<file path="src/rtl/pdac_pkg.sv">
// Shared definitions for the palette DAC write port.
// Assumes a 16-byte register window addressed by byte offset.
package pdac_pkg;

    // Channel code carried on the palette write port.
    typedef enum logic [1:0] {
        CH_RED   = 2'd0,
        CH_GREEN = 2'd1,
        CH_BLUE  = 2'd2,
        CH_ALL   = 2'd3
    } chan_e;

    localparam int WIN_AW = 4;
    localparam logic [WIN_AW-1:0] OFS_INDEX = 4'h0;
    localparam logic [WIN_AW-1:0] OFS_COLOR = 4'h4;

endpackage

</file>
<file path="src/rtl/pdac_bus_decode.sv">
// Decodes bus writes into index-load and colour-load requests.
// Assumes the window is WIN_AW bits wide; only full-word writes while
// ready is high are accepted; all other accesses are dropped.
module pdac_bus_decode
    import pdac_pkg::*;
#(
    parameter int DATA_W = 32
) (
    input  logic                  sel,
    input  logic                  wr,
    input  logic [WIN_AW-1:0]     addr,
    input  logic [DATA_W/8-1:0]   be,
    input  logic                  ready,
    output logic                  idx_wr,
    output logic                  col_wr
);
    logic accept;

    // Accept only complete word writes while the block is ready.
    always_comb begin
        accept = sel && wr && ready && (&be);
        idx_wr = accept && (addr == OFS_INDEX);
        col_wr = accept && (addr == OFS_COLOR);
    end

endmodule

</file>
<file path="src/rtl/pdac_color_seq.sv">
// Holds the entry number and colour phase, and turns colour loads into
// registered palette strobes followed by a one-cycle refresh pulse.
// Assumes idx_wr and col_wr are never high together.
module pdac_color_seq
    import pdac_pkg::*;
#(
    parameter int IDX_W = 8,
    parameter int VAL_W = 8
) (
    input  logic             clk,
    input  logic             rst_n,
    input  logic             idx_wr,
    input  logic             col_wr,
    input  logic [IDX_W-1:0] new_idx,
    input  logic [VAL_W-1:0] new_val,
    output logic             st_we,
    output logic [IDX_W-1:0] st_idx,
    output chan_e            st_chan,
    output logic [VAL_W-1:0] st_val,
    output logic             refresh
);
    logic [IDX_W-1:0] cur_idx;
    chan_e            phase;

    // Track entry number and channel phase across index and colour loads.
    always_ff @(posedge clk) begin
        if (!rst_n) begin
            cur_idx <= '0;
            phase   <= CH_RED;
        end else if (idx_wr) begin
            cur_idx <= new_idx;
            phase   <= CH_RED;
        end else if (col_wr) begin
            case (phase)
                CH_RED:   phase <= CH_GREEN;
                CH_GREEN: phase <= CH_BLUE;
                default: begin
                    phase   <= CH_RED;
                    cur_idx <= cur_idx + 1'b1;
                end
            endcase
        end
    end

    // Register one palette strobe per accepted colour load.
    always_ff @(posedge clk) begin
        if (!rst_n) begin
            st_we   <= 1'b0;
            st_idx  <= '0;
            st_chan <= CH_RED;
            st_val  <= '0;
        end else begin
            st_we <= col_wr;
            if (col_wr) begin
                st_idx  <= cur_idx;
                st_chan <= phase;
                st_val  <= new_val;
            end
        end
    end

    // Request a full redraw one cycle after each strobe.
    always_ff @(posedge clk) begin
        if (!rst_n) refresh <= 1'b0;
        else        refresh <= st_we;
    end

    AST_PHASE_LEGAL: assert property (@(posedge clk) disable iff (!rst_n)
        phase != CH_ALL);
    AST_IDX_LOAD_RED: assert property (@(posedge clk) disable iff (!rst_n)
        idx_wr |=> (phase == CH_RED));
    AST_IDX_STEP: assert property (@(posedge clk) disable iff (!rst_n)
        (col_wr && phase == CH_BLUE) |=> (cur_idx == IDX_W'($past(cur_idx) + 1'b1)));
    AST_STROBE_CHAN: assert property (@(posedge clk) disable iff (!rst_n)
        col_wr |=> (st_we && st_chan == $past(phase)));
    AST_REFRESH_AFTER: assert property (@(posedge clk) disable iff (!rst_n)
        st_we |=> refresh);
    AST_REFRESH_ONLY: assert property (@(posedge clk) disable iff (!rst_n)
        !st_we |=> !refresh);

endmodule

</file>
<file path="src/rtl/pdac_init_sweep.sv">
// Walks every palette entry once after reset: black everywhere, white
// on the last entry. Busy stays high until the last entry is issued.
module pdac_init_sweep #(
    parameter int IDX_W = 8,
    parameter int VAL_W = 8
) (
    input  logic             clk,
    input  logic             rst_n,
    output logic             busy,
    output logic [IDX_W-1:0] sw_idx,
    output logic [VAL_W-1:0] sw_val
);
    localparam logic [IDX_W-1:0] LAST_IDX = '1;

    logic [IDX_W-1:0] cnt;

    // Step the entry counter once per cycle until the last entry.
    always_ff @(posedge clk) begin
        if (!rst_n) begin
            cnt  <= '0;
            busy <= 1'b1;
        end else if (busy) begin
            if (cnt == LAST_IDX) busy <= 1'b0;
            else                 cnt  <= cnt + 1'b1;
        end
    end

    // Drive the current entry and its initial intensity.
    always_comb begin
        sw_idx = cnt;
        sw_val = (cnt == LAST_IDX) ? '1 : '0;
    end

    AST_SWEEP_STEP: assert property (@(posedge clk) disable iff (!rst_n)
        busy |=> (!busy || cnt == IDX_W'($past(cnt) + 1'b1)));
    AST_SWEEP_STAYS_DONE: assert property (@(posedge clk) disable iff (!rst_n)
        !busy |=> !busy);

endmodule

</file>
<file path="src/rtl/palette_dac_port.sv">
// Palette DAC write port: bus decode, colour sequencer and reset walk,
// merged onto one palette write port. Reads always return zero.
// Assumes DATA_W is a multiple of 8 and wider than IDX_W and VAL_W.
module palette_dac_port
    import pdac_pkg::*;
#(
    parameter int IDX_W  = 8,
    parameter int VAL_W  = 8,
    parameter int DATA_W = 32
) (
    input  logic                clk,
    input  logic                rst_n,
    input  logic                bus_sel,
    input  logic                bus_wr,
    input  logic [3:0]          bus_addr,
    input  logic [DATA_W/8-1:0] bus_be,
    input  logic [DATA_W-1:0]   bus_wdata,
    output logic [DATA_W-1:0]   bus_rdata,
    output logic                bus_ready,
    output logic                pal_we,
    output logic [IDX_W-1:0]    pal_idx,
    output logic [1:0]          pal_chan,
    output logic [VAL_W-1:0]    pal_val,
    output logic                refresh
);
    localparam int TOP_W = (IDX_W > VAL_W) ? IDX_W : VAL_W;

    logic             sweep_busy;
    logic [IDX_W-1:0] sw_idx;
    logic [VAL_W-1:0] sw_val;
    logic             idx_wr;
    logic             col_wr;
    logic             seq_we;
    logic [IDX_W-1:0] seq_idx;
    chan_e            seq_chan;
    logic [VAL_W-1:0] seq_val;
    logic             unused_low_bits;

    assign unused_low_bits = ^bus_wdata[DATA_W-TOP_W-1:0];

    pdac_init_sweep #(.IDX_W(IDX_W), .VAL_W(VAL_W)) u_sweep (
        .clk    (clk),
        .rst_n  (rst_n),
        .busy   (sweep_busy),
        .sw_idx (sw_idx),
        .sw_val (sw_val)
    );

    pdac_bus_decode #(.DATA_W(DATA_W)) u_decode (
        .sel    (bus_sel),
        .wr     (bus_wr),
        .addr   (bus_addr),
        .be     (bus_be),
        .ready  (bus_ready),
        .idx_wr (idx_wr),
        .col_wr (col_wr)
    );

    pdac_color_seq #(.IDX_W(IDX_W), .VAL_W(VAL_W)) u_seq (
        .clk     (clk),
        .rst_n   (rst_n),
        .idx_wr  (idx_wr),
        .col_wr  (col_wr),
        .new_idx (bus_wdata[DATA_W-1 -: IDX_W]),
        .new_val (bus_wdata[DATA_W-1 -: VAL_W]),
        .st_we   (seq_we),
        .st_idx  (seq_idx),
        .st_chan (seq_chan),
        .st_val  (seq_val),
        .refresh (refresh)
    );

    // Bus side: ready follows the walk, reads are always zero.
    always_comb begin
        bus_ready = !sweep_busy;
        bus_rdata = '0;
    end

    // Palette port: the reset walk owns the port until it finishes.
    always_comb begin
        if (sweep_busy) begin
            pal_we   = 1'b1;
            pal_idx  = sw_idx;
            pal_chan = CH_ALL;
            pal_val  = sw_val;
        end else begin
            pal_we   = seq_we;
            pal_idx  = seq_idx;
            pal_chan = seq_chan;
            pal_val  = seq_val;
        end
    end

    AST_BUS_BLOCKED: assert property (@(posedge clk) disable iff (!rst_n)
        sweep_busy |-> !seq_we);

endmodule

</file>
<file path="config.mk">
export PLATFORM = sky130hd
export DESIGN_NAME = palette_dac_port
export DESIGN_NICKNAME = d
export VERILOG_FILES = /design/src/rtl/pdac_pkg.sv /design/src/rtl/pdac_bus_decode.sv /design/src/rtl/pdac_color_seq.sv /design/src/rtl/pdac_init_sweep.sv /design/src/rtl/palette_dac_port.sv
export SDC_FILE = /design/constraint.sdc
export NUM_CORES = 1
export LEC_CHECK = 0
export CORE_MARGIN = 10
export CORE_UTILIZATION = 46
export DETAILED_ROUTE_END_ITERATION = 7
export PLACE_DENSITY_LB_ADDON = 0.1
export SETUP_SLACK_MARGIN = 0.4
export SYNTH_ARGS = -nofsm -noshare
export SYNTH_HDL_FRONTEND = slang
export SYNTH_SLANG_ARGS = --single-unit
</file>
<file path="constraint.sdc">
create_clock -name clk -period 5.5 [get_ports clk]
set_input_delay 0.825 -clock clk [delete_from_list [all_inputs] [get_ports clk]]
set_output_delay 0.825 -clock clk [all_outputs]
set_load 0.05 [all_outputs]
</file>
Yosys cells after proc, flatten, opt, wreduce, memory -nomap -nowiden. Index checks and enable logic that the tools add are counted.

Flip-flop bits (word level): 39. Input bits: 44. Output and inout bits: 53. Word-level logic and storage cells: 42.

Add/sub/neg operators: 2. Equality and inequality tests: 4. Multiplexer cells: 11. Bitwise logic cells: 2. Reduce and logical (&&, ||, !) cells: 14.

Operator list (number): $mux 8 (6); $add 8x1->8 const B (2); $eq 8x8->1 const B (1); $logic_and 1x1->1 (5); $eq 4x3->1 const B (1); $logic_not 4->1 (1); $pmux 2 s2 (1); $reduce_and 2->1 (2); $reduce_and 4->1 (1); $reduce_or 2->1 (2); $mux 1 (3); $eq 2x1->1 const B (1); $logic_not 2->1 (1); $mux 2 (1); $ne 2x1->1 const B (1); $not 1->1 (2); $reduce_bool 2->1 (1); $logic_not 1->1 (1).

Longest topological paths before layout. Gate-level depths: netlist (run 1).

Word-level depth: 6. Depth in mapped cells: 6. Gate-level depth less buffers: 5.

Modules after synthesis. Synthesis (run 1) repeated with hierarchy kept, for this count alone.

Cell total of the unflattened synthesis: 239. Area, all modules: 2279.7 µm².

Modules (own cells, without submodules): pdac_color_seq (times used 1, cells each 124, area an instance 1253.7 µm², sequential area each 600.6 µm²); palette_dac_port (times used 1, cells each 55, area an instance 529.3 µm², sequential area each 0.0 µm²); pdac_init_sweep (times used 1, cells each 54, area an instance 456.7 µm², sequential area each 180.2 µm²); pdac_bus_decode (times used 1, cells each 6, area an instance 40.0 µm², sequential area each 0.0 µm²).

Worst setup path after synthesis (run 1). No wires, ideal clock.

Path type: register to output. Start: register u_sweep.busy. End: output port pal_val[0]. Data arrival time: 1.669 ns. Data required time: 4.675 ns. Slack: 3.006 ns. Stages on the path, launching flop included: 4. Buffers on the path: 2. Path through: dfxtp_1 buf_6 clkbuf_1 o21ai_0.

Word-level cells in the longest chain between the ends: 1.

Ends and longest elaborated chain: start, declared (line pdac_init_sweep.sv:9) `output logic busy,`; start signal, assigned (line pdac_init_sweep.sv:21) `busy <= 1'b1;`; start signal, assigned (line pdac_init_sweep.sv:23) `if (cnt == LAST_IDX) busy <= 1'b0;`; $mux 8 (line palette_dac_port.sv:81) `if (sweep_busy) begin`; end, declared (line palette_dac_port.sv:23) `output logic [VAL_W-1:0] pal_val,`.

No other way between the ends.

Worst setup path after layout (run 1).
Start: register u_sweep.busy. End: output port pal_val[7].

The elaborated chain is that of the path after synthesis.

==> flow_summary.json, run 1 <==
{
  "status": "finished, final reports clean",
  "h-tree-depth": 2,
  "yosysMostFrequentCell": "dfxtp_1",
  "final.min_clock_period_ps": 3790,
  "finalSetupViolCount": 0,
  "clock-sinks": 39,
  "synth.avg_cell_area_um2": 8.31,
  "drtIter0Drc": 117,
  "hold_viol_final": 0,
  "async_flop_share": 0,
  "clk_path_buf_depth": 2,
  "grt_pass1_vias": 1767,
  "port_buffers": 40,
  "finalSetupTns_ps": 0,
  "final_cells": 374,
  "rsz0062_at_grt": "false",
  "power_frac_seq": 0.508,
  "fin_area_um2": 2610,
  "hpwlAfterDp_um": 3740,
  "dr.pass1.iters": 4,
  "vias": 1854,
  "crit_path_start_kind": "register",
  "worstSetupPathType": "reg2out",
  "swShare": 0.302,
  "grt-ovfl-total": 0,
  "yosysTopAreaCell": "dfxtp_1",
  "yosysWarnings": 0,
  "grtUsageTotal": 0.123,
  "crit_family": "flip-flops",
  "cts_resized": 0,
  "crit_slowest_cell": "dfxtp_1",
  "fmax_mhz": 264,
  "crit_arrival_ps": 2960,
  "switchingPower_uw": 170,
  "place_area_um2": 2530,
  "ff_latch_area_um2": 781,
  "final_antenna_net_count": 0,
  "post-cts-setup-buffers": 0,
  "slew_headroom": 0.359,
  "rows": 25,
  "wl_um": 5170,
  "slew_violations": 0,
  "crit_chain": "nand3_1, or3_1, o21ai_0, clkdlybuf4s50_1",
  "multiInputGateArea_um2": 1220,
  "power.density_nw_per_um2": 216,
  "fillers": 467,
  "crit_fanout": 27,
  "syn_inst": 272,
  "final_nets": 352,
  "synthDistinctLibCells": 46,
  "fp.dieArea_um2": 8120,
  "drv_cap": 0,
  "syn2layout_area_growth_pct": 15.5,
  "ctsHoldBuffers": 0,
  "synth_edf_count": 0,
  "critical-path-max-stage-delay_ps": 950,
  "ys.flop_type": "dfxtp_1",
  "wl_per_cell_um": 13.8,
  "cts_tree": "done",
  "avgViaCountPerCell": 4.96,
  "core_area_um2": 4750,
  "synth_area_um2": 2260,
  "drc": 0,
  "internal_power_uw": 394,
  "die_w_um": 90.1,
  "power_leakage_uw": 0.000957,
  "path_buf_inv": 1,
  "gp_congestion": 0.771,
  "skew_ps": 7.34,
  "tightest_slew_ps": 962,
  "combPwrFrac": 0.163,
  "ir_drop_mv": 0.102,
  "grt_max_degree": 61,
  "initial_core_util": 0.475,
  "layout-drive-gt1-share": 0.130,
  "period_share": 0.688,
  "r2r_slack_ps": 3130,
  "power_frac_clock": 0.330,
  "path_clk_slew_ps": 80,
  "post-route-util": 0.549,
  "synthDominantCellAreaShare": 0.346,
  "insertion_delay_ps": 290,
  "antenna_found_initial": 0,
  "yosysSeqAreaShare": 0.346,
  "synth_top_cells_by_count": "39 x dfxtp_1, 35 x nand2_1, 32 x buf_4",
  "die_height_um": 90.1,
  "ios": 97,
  "crit_required_ps": 4680,
  "grt_pass1_wl_um": 8650,
  "synthTopCellsByArea": "dfxtp_1 35%, buf_4 11%, nand3_1 6.2%",
  "antenna_cells": 0,
  "cts_made_buffers": 5,
  "end_kind": "output port",
  "dp_cells": 366,
  "cts_root_buffer": "clkbuf_8",
  "hold_class": "reg2reg",
  "p_total_uw": 564,
  "synth-seq-cells": 39
}
==> placed cells by master (no fill, tap or decap), drive strengths merged, types with 2 or more instances in the layout <==
cell type      netlist  routed
a21boi               4       4
a21oi                7       7
a221o                3       3
and2                 4       4
and3                 2       2
buf                 40       2
clkbuf               5       7
clkdlybuf4s50        0      39
conb                 1      32
dfxtp               39      39
ha                   2       2
inv                 12      12
mux2                 8       8
nand2               35      35
nand2b               2       2
nand3               28      28
nand4                5       5
nor2                 6       6
nor3                 2       2
nor4                 2       2
o211a                2       2
o21ai               35      35
o21bai               2       2
o2bb2ai              2       2
or2                  5       5
or3                  4       4
or4                  2       2
xnor2                2       2
==> final cells by class <==
| type | count | area share |
|---|---|---|
| Sequential cell | 39 | 0.299 |
| Tap cell | 67 | 0.0321 |
| Timing Repair Buffer | 41 | 0.154 |
| Clock buffer | 7 | 0.0292 |
| Multi-Input combinational cell | 207 | 0.466 |
| Inverter | 12 | 0.0173 |
| Clock inverter | 1 | 0.00192 |
==> path summary, 6_finish.rpt <==
check,to,startpoint,cells past startpoint
worst min register to register,u_seq.refresh,u_seq.st_we,1
worst max register to register,u_seq.st_idx[6],u_sweep.busy,5
worst max-delay path,pal_val[7],u_sweep.busy,4
worst min-delay path,u_seq.refresh,u_seq.st_we,1
==> power groups by stage <==
stage | clock network (uW) | logic [uW] | registers [uW]
final | 186 | 91.7 | 286
after CTS | 193 | 90.6 | 286
after detailed placement | 0 | 90.1 | 293
after global placement | 0 | 90.2 | 293
after global routing | 203 | 96.6 | 286
after floorplan | 0 | 88.0 | 292
==> logic make-up after synthesis <==
logic type      Yosys count  synth area share
mux                       9            0.0443
fa+ha+maj                 2            0.0111
compound gates           59             0.178
simple gates            103             0.244
other cells               1           0.00166
buf+inv                  57             0.168
flops                    39             0.346
xor+xnor                  2           0.00775
==> flip-flops by register name, summed over array words and instances (netlist names) <==
signal and flops:
u_seq.cur_idx 8, u_seq.phase 2, u_seq.refresh 1, u_seq.st_chan 2, u_seq.st_idx 8, u_seq.st_val 8
u_seq.st_we 1, u_sweep.busy 1, u_sweep.sw_idx 8
==> layer usage <==
layer	track usage	wire length [um]
met2	0.183	2220
met1	0.163	2550
met4	0.0279	52
met5	0	0
met3	0.0482	348
==> stage by stage <==
step,hold slack (ps),setup slack [ps]
floorplan,426,3010
global placement,434,1950
detailed placement,442,1910
CTS,460,1580
global route,482,1430
finish,454,1710
Power figures use the tool's default switching activity.
==> inputs of run 2 (changes only) <==
--- a/config.mk
+++ b/config.mk
@@ -6,7 +6,7 @@
 export NUM_CORES = 1
 export LEC_CHECK = 0
 export CORE_MARGIN = 10
-export CORE_UTILIZATION = 46
+export CORE_UTILIZATION = 43
 export DETAILED_ROUTE_END_ITERATION = 7
 export PLACE_DENSITY_LB_ADDON = 0.1
 export SETUP_SLACK_MARGIN = 0.4
==> constraint.sdc (replaced) <==
create_clock -name clk -period 3.95 [get_ports clk]
set_input_delay 0.5925 -clock clk [delete_from_list [all_inputs] [get_ports clk]]
set_output_delay 0.5925 -clock clk [all_outputs]
set_load 0.05 [all_outputs]
==> run 2 against run 1 <==
Against the previous run: clock power is 59% higher; sequential power is 39% higher; setup slack worse by 920 ps; critical path type unchanged; utilization is 3.1 points lower; critical endpoint is now pal_val[4]; count of clock-buffer cells in the layout is 1 higher; via count is 2.5% lower; die area is 5.4% higher.
==> flow_summary.json, run 2 (synthesis gave the netlist of run 1 again) <==
{
  "status": "finished, final reports clean",
  "multiInputGateArea_um2": 1220,
  "die_w_um": 92.5,
  "grt_pass1_wl_um": 8630,
  "vias": 1807,
  "rows": 26,
  "holdPathEnd": "u_seq.refresh",
  "ff_latch_area_um2": 781,
  "fin_ws_ps": 797,
  "hold_class": "reg2reg",
  "reg2reg_to": "u_seq.cur_idx[5]",
  "wl_um": 5050,
  "ios": 97,
  "ctsHoldBuffers": 0,
  "tightest_slew_ps": 528,
  "clock-sinks": 39,
  "grt-ovfl-total": 0,
  "cts_resized": 0,
  "fillers": 535,
  "cts_tree": "done",
  "r2r_slack_ps": 2160,
  "cts_made_buffers": 5,
  "hold_viol_final": 0,
  "syn2layout_area_growth_pct": 17.2,
  "die_height_um": 92.5,
  "hold_start": "u_seq.st_we",
  "power.density_nw_per_um2": 310,
  "grt_pass1_vias": 1800,
  "period_share": 0.798,
  "drc": 0,
  "insertion_delay_ps": 280,
  "end_kind": "output port",
  "fmax_mhz": 317,
  "critical-path-max-stage-delay_ps": 830,
  "worstRegToRegCells": 4,
  "layout-drive-gt1-share": 0.139,
  "grtUsageTotal": 0.119,
  "crit_slowest_cell": "clkdlybuf4s50_1",
  "crit_fanout": 8,
  "layout_common_cells": "39 x clkdlybuf4s50_1, 39 x dfxtp_1, 35 x nand2_1",
  "crit_required_ps": 3360,
  "final_nets": 354,
  "antenna_found_initial": 0,
  "crit_path_start_kind": "register",
  "clk_path_buf_depth": 2,
  "avgViaCountPerCell": 4.77,
  "drv_cap": 0,
  "slew_headroom": 0.646,
  "rr_startpoint": "u_sweep.busy",
  "core_area_um2": 5110,
  "final.min_clock_period_ps": 3150,
  "initial_core_util": 0.442,
  "final_antenna_net_count": 0,
  "place_ws_ps": 1130,
  "fp.dieArea_um2": 8550,
  "finalSetupViolCount": 0,
  "ir_drop_mv": 0.150,
  "power_leakage_uw": 0.000976,
  "path_clk_slew_ps": 70,
  "antenna_cells": 0,
  "wl_per_cell_um": 13.3,
  "gp_congestion": 0.878,
  "worstSetupPathType": "reg2out",
  "finalSetupTns_ps": 0,
  "port_buffers": 40,
  "rsz0062_at_grt": "false",
  "post-cts-setup-buffers": 0,
  "hpwlAfterDp_um": 3690,
  "cts_root_buffer": "clkbuf_8",
  "slew_violations": 0,
  "skew_ps": 4.19,
  "crit_arrival_ps": 2560,
  "grt_max_degree": 42,
  "holdPathStages": 1,
  "dr.pass1.iters": 4,
  "crit_chain": "ha_1, nand3_1, or3_1, o21ai_0, clkdlybuf4s50_1",
  "h-tree-depth": 2,
  "drtIter0Drc": 98
}
run 2: cell count changes in the layout (fill, tap and decap cells not counted), sizes merged:
| cell | delta |
|---|---|
| buf | +1 |
| clkinv | -1 |
| clkbuf | +2 |
run 2: worst max-delay path: cells and delay by family, from the launching register on:
family,cells,cell delay [ps]
flip-flops,1,390
buffers and inverters,1,830
adder cells (fa/ha/maj),1,260
AO/OA/AOI/OAI,1,140
AND/OR/NAND/NOR,2,650
run 2: worst max path at each step:
stage / to / slack [ps] / from
global placement: pal_val[6] / 1110 / u_sweep.sw_idx[0]
CTS: pal_val[6] / 790 / u_sweep.sw_idx[0]
detailed placement: pal_val[7] / 1130 / u_sweep.sw_idx[0]
floorplan: pal_val[0] / 1690 / u_sweep.busy
finish: pal_val[4] / 800 / u_sweep.sw_idx[0]
global route: pal_val[1] / 610 / u_sweep.sw_idx[0]
run 2: per-layer routing:
| layer | vias up | GRT usage | share of wire |
|---|---|---|---|
| li1 | 954 | - | - |
| met1 | 808 | 0.138 | 0.44 |
| met2 | 43 | 0.195 | 0.47 |
| met3 | 2 | 0.0549 | 0.082 |
| met4 | 0 | 0.0308 | 0.0034 |
| met5 | - | 0 | 0 |
run 2: area by class of cell:
cell class	count	area share
multi-input combinational	207	0.459
sequential	39	0.295
timing repair buffer	43	0.158
clock buffer	8	0.0378
tap	70	0.0331
inverter	12	0.0170
run 2: where the power goes:
| group | switching (uW) | internal (uW) | total, uW |
|---|---|---|---|
| Sequential | 2.98 | 395 | 398 |
| Combinational | 98.5 | 29.1 | 128 |
| Clock | 137 | 160 | 296 |
run 2: per-stage QoR:
stage / std cells / hold WS (ps) / power, uW / instance area (um^2) / util
final: 379 / 457 / 822 / 2650 / 0.518
after CTS: 379 / 461 / 830 / 2650 / 0.518
after global placement: 371 / 441 / 533 / 2550 / 0.499
after global routing: 379 / 477 / 857 / 2650 / 0.518
after floorplan: 303 / 426 / 529 / 2380 / -
after detailed placement: 371 / 440 / 534 / 2550 / 0.499
